===== config.mk =====
export PLATFORM = sky130hd
export DESIGN_NAME = cipher_regif
export DESIGN_NICKNAME = d
export VERILOG_FILES = /design/src/rtl/cipher_regif_pkg.sv /design/src/rtl/regif_decode.sv /design/src/rtl/regif_wordbank.sv /design/src/rtl/regif_rdmux.sv /design/src/rtl/cipher_regif.sv
export SDC_FILE = /design/constraint.sdc
export NUM_CORES = 1
export LEC_CHECK = 0
export ABC_CLOCK_PERIOD_IN_PS = 6050
export BUFFER_PORTS_ARGS = -buffer_cell sky130_fd_sc_hd__buf_2
export CAP_MARGIN = 10
export CORE_AREA = 2 2 229 231
export CTS_CLUSTER_DIAMETER = 200
export CTS_CLUSTER_SIZE = 12
export DETAILED_ROUTE_END_ITERATION = 8
export DIE_AREA = 0 0 231 233
export SLEW_MARGIN = 20
export SYNTH_ARGS = -nofsm -noshare
export SYNTH_HDL_FRONTEND = slang
export SYNTH_SLANG_ARGS = --single-unit

===== constraint.sdc =====
create_clock -name clk_i -period 6.05 [get_ports clk_i]
set_input_delay 1.21 -clock clk_i [delete_from_list [all_inputs] [get_ports clk_i]]
set_output_delay 1.21 -clock clk_i [all_outputs]
set_load 0.03 [all_outputs]

===== src/rtl/cipher_regif_pkg.sv =====
package cipher_regif_pkg;
  localparam logic [7:0] A_NAME_HI = 8'h00;
  localparam logic [7:0] A_NAME_LO = 8'h01;
  localparam logic [7:0] A_VER     = 8'h02;
  localparam logic [7:0] A_CTRL    = 8'h08;
  localparam logic [7:0] A_STAT    = 8'h09;
  localparam logic [7:0] A_CFG     = 8'h0a;
  localparam logic [3:0] G_KEY     = 4'h1;
  localparam logic [3:0] G_BLK     = 4'h2;
  localparam logic [3:0] G_RES     = 4'h3;

  typedef enum logic [3:0] {
    RG_NONE, RG_NAME_HI, RG_NAME_LO, RG_VER, RG_CTRL,
    RG_STAT, RG_CFG, RG_KEY, RG_BLK, RG_RES
  } region_e;

  function automatic logic is_writable(region_e r);
    return (r == RG_CTRL) || (r == RG_CFG) || (r == RG_KEY) || (r == RG_BLK);
  endfunction
endpackage


===== src/rtl/regif_decode.sv =====
module regif_decode
  import cipher_regif_pkg::*;
(
  input  logic [7:0] addr_i,
  output region_e    region_o,
  output logic [2:0] idx_o
);
  always_comb begin
    idx_o    = addr_i[2:0];
    region_o = RG_NONE;
    case (addr_i)
      A_NAME_HI: region_o = RG_NAME_HI;
      A_NAME_LO: region_o = RG_NAME_LO;
      A_VER:     region_o = RG_VER;
      A_CTRL:    region_o = RG_CTRL;
      A_STAT:    region_o = RG_STAT;
      A_CFG:     region_o = RG_CFG;
      default: begin
        if (addr_i[7:4] == G_KEY && !addr_i[3])                  region_o = RG_KEY;
        else if (addr_i[7:4] == G_BLK && addr_i[3:2] == 2'b00)   region_o = RG_BLK;
        else if (addr_i[7:4] == G_RES && addr_i[3:2] == 2'b00)   region_o = RG_RES;
      end
    endcase
  end
endmodule


===== src/rtl/regif_wordbank.sv =====
module regif_wordbank #(
  parameter int NWORDS = 4,
  parameter int W      = 32,
  parameter int IDX_W  = $clog2(NWORDS)
) (
  input  logic                clk_i,
  input  logic                rst_ni,
  input  logic                wr_i,
  input  logic [IDX_W-1:0]    idx_i,
  input  logic [W-1:0]        wdata_i,
  output logic [NWORDS*W-1:0] flat_o,
  output logic [W-1:0]        rword_o
);
  logic [W-1:0] words [NWORDS];

  for (genvar g = 0; g < NWORDS; g++) begin : g_word
    logic [W-1:0] q;
    always_ff @(posedge clk_i or negedge rst_ni) begin
      if (!rst_ni)                          q <= '0;
      else if (wr_i && idx_i == IDX_W'(g))  q <= wdata_i;
    end
    assign words[g] = q;
    // lowest index lands in the most significant slot
    assign flat_o[(NWORDS-1-g)*W +: W] = q;
  end

  assign rword_o = words[idx_i];
endmodule


===== src/rtl/regif_rdmux.sv =====
module regif_rdmux
  import cipher_regif_pkg::*;
#(
  parameter int          DATA_W    = 32,
  parameter int          RES_WORDS = 4,
  parameter int          RIDX_W    = $clog2(RES_WORDS),
  parameter logic [31:0] NAME_HI   = 32'h0,
  parameter logic [31:0] NAME_LO   = 32'h0,
  parameter logic [31:0] VERSION   = 32'h0
) (
  input  region_e                       region_i,
  input  logic [RIDX_W-1:0]             ridx_i,
  input  logic                          ready_i,
  input  logic                          valid_i,
  input  logic [1:0]                    cfg_i,
  input  logic [DATA_W-1:0]             key_word_i,
  input  logic [DATA_W-1:0]             blk_word_i,
  input  logic [RES_WORDS*DATA_W-1:0]   result_i,
  output logic [DATA_W-1:0]             rdata_o
);
  logic [DATA_W-1:0] res_word;

  always_comb begin
    res_word = '0;
    for (int k = 0; k < RES_WORDS; k++)
      if (ridx_i == RIDX_W'(k)) res_word = result_i[(RES_WORDS-1-k)*DATA_W +: DATA_W];
  end

  always_comb begin
    rdata_o = '0;
    case (region_i)
      RG_NAME_HI: rdata_o = DATA_W'(NAME_HI);
      RG_NAME_LO: rdata_o = DATA_W'(NAME_LO);
      RG_VER:     rdata_o = DATA_W'(VERSION);
      RG_STAT:    rdata_o = DATA_W'({valid_i, ready_i});
      RG_CFG:     rdata_o = DATA_W'(cfg_i);
      RG_KEY:     rdata_o = key_word_i;
      RG_BLK:     rdata_o = blk_word_i;
      RG_RES:     rdata_o = res_word;
      default:    rdata_o = '0;
    endcase
  end
endmodule


===== src/rtl/cipher_regif.sv =====
module cipher_regif
  import cipher_regif_pkg::*;
#(
  parameter int          DATA_W    = 32,
  parameter int          KEY_WORDS = 8,
  parameter int          BLK_WORDS = 4,
  parameter logic [31:0] NAME_HI   = 32'h6369_7068,
  parameter logic [31:0] NAME_LO   = 32'h7267_6966,
  parameter logic [31:0] VERSION   = 32'h0001_0003,
  localparam int         KEY_W     = KEY_WORDS * DATA_W,
  localparam int         BLK_W     = BLK_WORDS * DATA_W,
  localparam int         KIDX_W    = $clog2(KEY_WORDS),
  localparam int         BIDX_W    = $clog2(BLK_WORDS)
) (
  input  logic              clk_i,
  input  logic              rst_ni,
  input  logic              cs_i,
  input  logic              we_i,
  input  logic [7:0]        addr_i,
  input  logic [DATA_W-1:0] wdata_i,
  output logic [DATA_W-1:0] rdata_o,
  output logic              err_o,
  output logic              core_init_o,
  output logic              core_next_o,
  output logic              core_encdec_o,
  output logic              core_keylen_o,
  output logic [KEY_W-1:0]  core_key_o,
  output logic [BLK_W-1:0]  core_block_o,
  input  logic              core_ready_i,
  input  logic              core_valid_i,
  input  logic [BLK_W-1:0]  core_result_i
);
  region_e           region;
  logic [2:0]        idx;
  logic              wr, illegal;
  logic              err_q, init_q, next_q;
  logic [1:0]        cfg_q;
  logic [DATA_W-1:0] key_word, blk_word;

  regif_decode u_decode (.addr_i(addr_i), .region_o(region), .idx_o(idx));

  assign wr      = cs_i && we_i;
  assign illegal = cs_i && ((region == RG_NONE) || (we_i && !is_writable(region)));

  always_ff @(posedge clk_i or negedge rst_ni) begin
    if (!rst_ni) begin
      err_q  <= 1'b0;
      init_q <= 1'b0;
      next_q <= 1'b0;
      cfg_q  <= '0;
    end else begin
      err_q  <= illegal;
      // command bits live one cycle only
      init_q <= wr && (region == RG_CTRL) && wdata_i[0];
      next_q <= wr && (region == RG_CTRL) && wdata_i[1];
      if (wr && region == RG_CFG) cfg_q <= wdata_i[1:0];
    end
  end

  regif_wordbank #(.NWORDS(KEY_WORDS), .W(DATA_W)) u_key (
    .clk_i, .rst_ni,
    .wr_i(wr && region == RG_KEY), .idx_i(idx[KIDX_W-1:0]), .wdata_i(wdata_i),
    .flat_o(core_key_o), .rword_o(key_word)
  );

  regif_wordbank #(.NWORDS(BLK_WORDS), .W(DATA_W)) u_blk (
    .clk_i, .rst_ni,
    .wr_i(wr && region == RG_BLK), .idx_i(idx[BIDX_W-1:0]), .wdata_i(wdata_i),
    .flat_o(core_block_o), .rword_o(blk_word)
  );

  regif_rdmux #(
    .DATA_W(DATA_W), .RES_WORDS(BLK_WORDS),
    .NAME_HI(NAME_HI), .NAME_LO(NAME_LO), .VERSION(VERSION)
  ) u_rdmux (
    .region_i(region), .ridx_i(idx[BIDX_W-1:0]),
    .ready_i(core_ready_i), .valid_i(core_valid_i), .cfg_i(cfg_q),
    .key_word_i(key_word), .blk_word_i(blk_word), .result_i(core_result_i),
    .rdata_o(rdata_o)
  );

  assign err_o         = err_q;
  assign core_init_o   = init_q;
  assign core_next_o   = next_q;
  assign core_encdec_o = cfg_q[0];
  assign core_keylen_o = cfg_q[1];
endmodule


======== Yosys cells after proc, flatten, opt, wreduce, memory -nomap -nowiden ========
Index checks and enable logic that the tools add are counted.
cells by class
  add/subtract/negate cells ............... 0
  multiply operators ...................... 0
  div/mod/pow operators ................... 0
  order comparisons ....................... 2
  equal/unequal tests ..................... 27
  shift-type cells ........................ 0
  mux-type cells .......................... 15
  bitwise operators ....................... 2
  reduce and logical (&&, ||, !) cells .... 35
operator list
  kind                number
  $mux 32             8
  $pmux 32 s8         1
  $bmux 32 s3         1
  $bmux 32 s2         1
  $eq 8x4->1 const B  3
  $logic_and 1x1->1   24
  $pmux 4 s6          1
  $eq 4x2->1 const B  4
  $eq 4x3->1 const B  4
  $eq 3x3->1 const B  4
  $mux 4              3
  $eq 4x1->1 const B  2
  $eq 4x4->1 const B  2
  $eq 8x1->1 const B  1
  $eq 8x2->1 const B  1
  $logic_not 8->1     1
  $eq 3x2->1 const B  2
  $eq 2x2->1 const B  2
  $ge 4x4->1 const B  1
  $logic_not 2->1     2
  $logic_not 4->1     1
  $logic_or 1x1->1    4
  $not 3->4           1
  $eq 3x1->1 const B  1
  other kinds (5)     6
storage, ports and cells
  flip-flop bits (word level) ............. 389
  latch bits .............................. 0
  RAM bits ................................ 0
  ROM bits ................................ 0
  bits of input ports ..................... 174
  output and inout port bits .............. 421
  memories ................................ 0

======== Logic depth before layout (Yosys ltp) ========
  depth in word-level cells ............... 14
  depth in mapped cells ................... 8
  depth with buffers taken out ............ 4

======== Cells and area by module ========
A second synthesis with hierarchy kept.
second synthesis, totals
  cells, all modules ...................... 1324
  area, all modules ....................... 19189.7 um^2
by module, submodules not included
  module                   times used  cells each  area each (um^2)
  regif_wordbank at u_key  1           797         11592.4
  regif_wordbank at u_blk  1           312         5544.1
  regif_rdmux              1           175         1667.8
  cipher_regif             1           21          245.2
  regif_decode             1           19          140.1

======== Worst setup path before layout ========
No wires, ideal clock.
  kind .................................... in2out
  start point ............................. in addr_i[1]
  end point ............................... out rdata_o[14]
  arrival time ............................ 3220 ps
  required time ........................... 4840 ps
  setup slack ............................. 1620 ps
  stages on the path ...................... 6
  path buffers ............................ 3
  path through ............................ buf_4 -> buf_4 -> buf_1 -> mux4_2 -> a221oi_1 -> o21ai_0
on the way
  cells in the longest elaborated chain, start to end .. 6
  elaborated cells on any way between the ends .. 32
ends and longest elaborated chain
  what                                                RTL line            text
  from (decl)                                         cipher_regif.sv:19  input logic [7:0] addr_i,
  branches (longest 5 deep; another with $eq 8x4->1)  n/a
  $pmux 32 s8 *                                       regif_rdmux.sv:31   case (region_i)
  to (decl)                                           cipher_regif.sv:21  output logic [DATA_W-1:0] rdata_o,
Mark *: on every way between the ends. The select of a mux whose other input is x is not followed.

======== Final worst setup path ========
  start point ............................. in addr_i[1]
  end point ............................... out rdata_o[8]
Same word-level chain as after synthesis.

==> flow_summary.ini <==
[yosys]
yosysSeqAreaShare_pct = 51.91
synthTopCellsByCount = dfrtp_1, mux2_2, mux4_2
async_flop_share_pct = 100.0
synthCells = 1197
synth.most_common_cell = dfrtp_1
synthTopCellsByArea = dfrtp_1, mux2_2, mux4_2
synth-edff-count = 0
syn_area_um2 = 18750
synth_ff_type = dfrtp_1
synth_top_cell_by_area = dfrtp_1
synth_area_per_cell_um2 = 15.67
ys_types = 42
synth_top_cell_area_share_pct = 51.91
ys_ff_latch = 389
syn_nets = 1371
ys_warn_count = 0

[timing]
setup_violations = 0
min_period_ns = 4.761
slew_violations = 0
fin_tns_setup_ns = 0
skew_ns = 0
max_slew_margin_pct = 26.03
rsz0062_at_grt = false
hold_viol_final = 0
max_freq_mhz = 210.0
tightestPinTransition_ns = 1.106
period_share_pct = 78.70

[worst_setup_path]
critPathKind = in -> out
cp-start-kind = input pin
end_kind = primary output
crit_fanout = 59
crit_arrival_ns = 3.55
required_ns = 4.84

[clock_tree]
htree_levels = 2
path_clk_slew_ns = 0.06
postCtsResizedCells = 0
cts_sinks = 389
clockBufferDepth = 3
cts_root_buf = clkbuf_16
postCtsHoldBufs = 0
insertion_delay_ns = 0.55
tritoncts = done
cts_setup_buffers = 0
cts_buffers = 38

[routing]
drtIter0Drc = 781
wl_per_cell_um = 29.23
drt_wl_total_um = 70960
via_per_inst = 5.612
dr.pass1.iters = 5
drc = 0
vias = 13630
postRouteAntennaNets = 0

[floorplan]
chipHeight_um = 233
core_um2 = 51090
ios = 595
die-width_um = 231
die_area_um2 = 53820
initial_core_util_pct = 36.70
fp-row-count = 83

[placement]
post-place-cells = 2385
numPortBuffers = 594
gp_congestion = 0.8448
hpwl_um = 48910

[power]
p_clk_share_pct = 39.0
ir_drop_mv = 0.1930
p_int_mw = 4.113
sw_frac_of_total_pct = 26.49
power_density_nw_per_um2 = 238.5
total_power_mw = 5.596
p_switching_mw = 1.483
p_comb_share_pct = 12.2
seq_power_share_pct = 48.8
power_leakage_nw = 12.70

[run]
max-cap-violations = 0

[outcome]
status = completed

[global_routing]
grt_pass1_vias = 14180
grt_max_degree = 151
overflow = 0
antenna_found_initial = 4
grt_pass1_wl_um = 100900
grt_usage_pct = 26.00

[cells_and_area]
area_delta_synth_final_pct = 25.09
nets = 1919
finalNonFillerCells = 2428
drive_above_1_share_pct = 64.74

[hold_path]
hold_class = reg -> reg
## metrics by stage
stage,setup WS (ns),utilization (%),area [um^2],hold slack [ns]
floorplan,1.620,-,18750,0.7019
global placement,1.282,43.88,22420,0.4876
detailed placement,1.299,43.88,22420,0.4952
CTS,1.299,45.91,23460,0.5084
global route,1.162,45.91,23460,0.5362
finish,1.289,45.91,23460,0.5081
## worst paths after layout
| kind | slack [ns] | end | cells past startpoint | from |
|---|---|---|---|---|
| hold reg to reg | 0.51 | u_key.g_word[2].q[6] | 1 | u_key.g_word[2].q[6] |
| min in group asynchronous | 0.60 | u_key.g_word[1].q[20] | 1 | rst_ni |
| hold / removal | 0.51 | u_key.g_word[2].q[6] | 1 | u_key.g_word[2].q[6] |
| setup reg to reg | 5.21 | u_blk.g_word[2].q[30] | 1 | u_blk.g_word[2].q[30] |
| setup / recovery | 1.29 | rdata_o[8] | 5 | addr_i[1] |
| max in group asynchronous | 4.14 | u_key.g_word[7].q[29] | 2 | rst_ni |
## critical path, cell delays in order
cell and delay [ns]:
clkbuf_8 0.48, mux4_2 0.60, a221oi_1 0.64, o21ai_0 0.27, buf_2 0.25
## power by group through the flow
stage	Clock (mW)	Combinational [mW]	Sequential (mW)
finish	2.18	0.682	2.73
CTS	2.25	0.689	2.73
detailed placement	0	0.688	2.78
global route	2.34	0.727	2.74
global placement	0	0.682	2.77
floorplan	0	0.258	2.90
## sequential cells by signal (all words and copies together) (netlist names)
register        cells
core_init_o         1
err_o               1
u_blk.g_word.q    128
u_key.g_word.q    256
cfg_q               2
core_next_o         1
## logic make-up after synthesis
kind of cell,share of synthesized area [%]
AO/OA/AOI/OAI,2.522
buffers and inverters,2.982
flip-flops,51.91
multiplexers,40.71
AND/OR/NAND/NOR,1.875
## layout by cell type, fill, tap and decap left out, drive strengths merged, types with 2 or more instances in the layout
cell type  netlist  layout
o21ai           19      19
clkbuf          59      42
mux2i           54      54
and2             2       2
a21oi            6       6
o211ai           4       4
nand2            7       7
nor2             6       6
mux4           120     120
nand3b           3       3
inv              2       3
nor3             5       5
nor4             5       5
o22ai           11      11
a221oi          14      14
nand2b           3       3
nor2b            3       3
nand3            9       9
mux2           390     390
or3              4       4
dfrtp          389     389
and4             2       2
a22oi           11      11
buf             59     625
## per-layer routing
metal  part of all wire [%]  track usage, %  vias up
li1                       -               -     5647
met1                     41           33.51     7286
met2                     49           42.76      565
met3                    7.3           6.042      123
met4                    3.3           9.677        4
met5                  0.037               0        -
## cell type report
| cell class | count | area [um^2] |
|---|---|---|
| fillers | 4726 | 27640 |
| flip-flops and latches | 389 | 9734 |
| multi-input cells | 687 | 8533 |
| repair buffers | 626 | 3291 |
| clock buffers | 41 | 1026 |
| well taps | 680 | 850.8 |
| inverters | 3 | 11.26 |
| clock inverters | 1 | 8.758 |
| diodes | 1 | 2.502 |
Power figures use the tool's default switching activity.
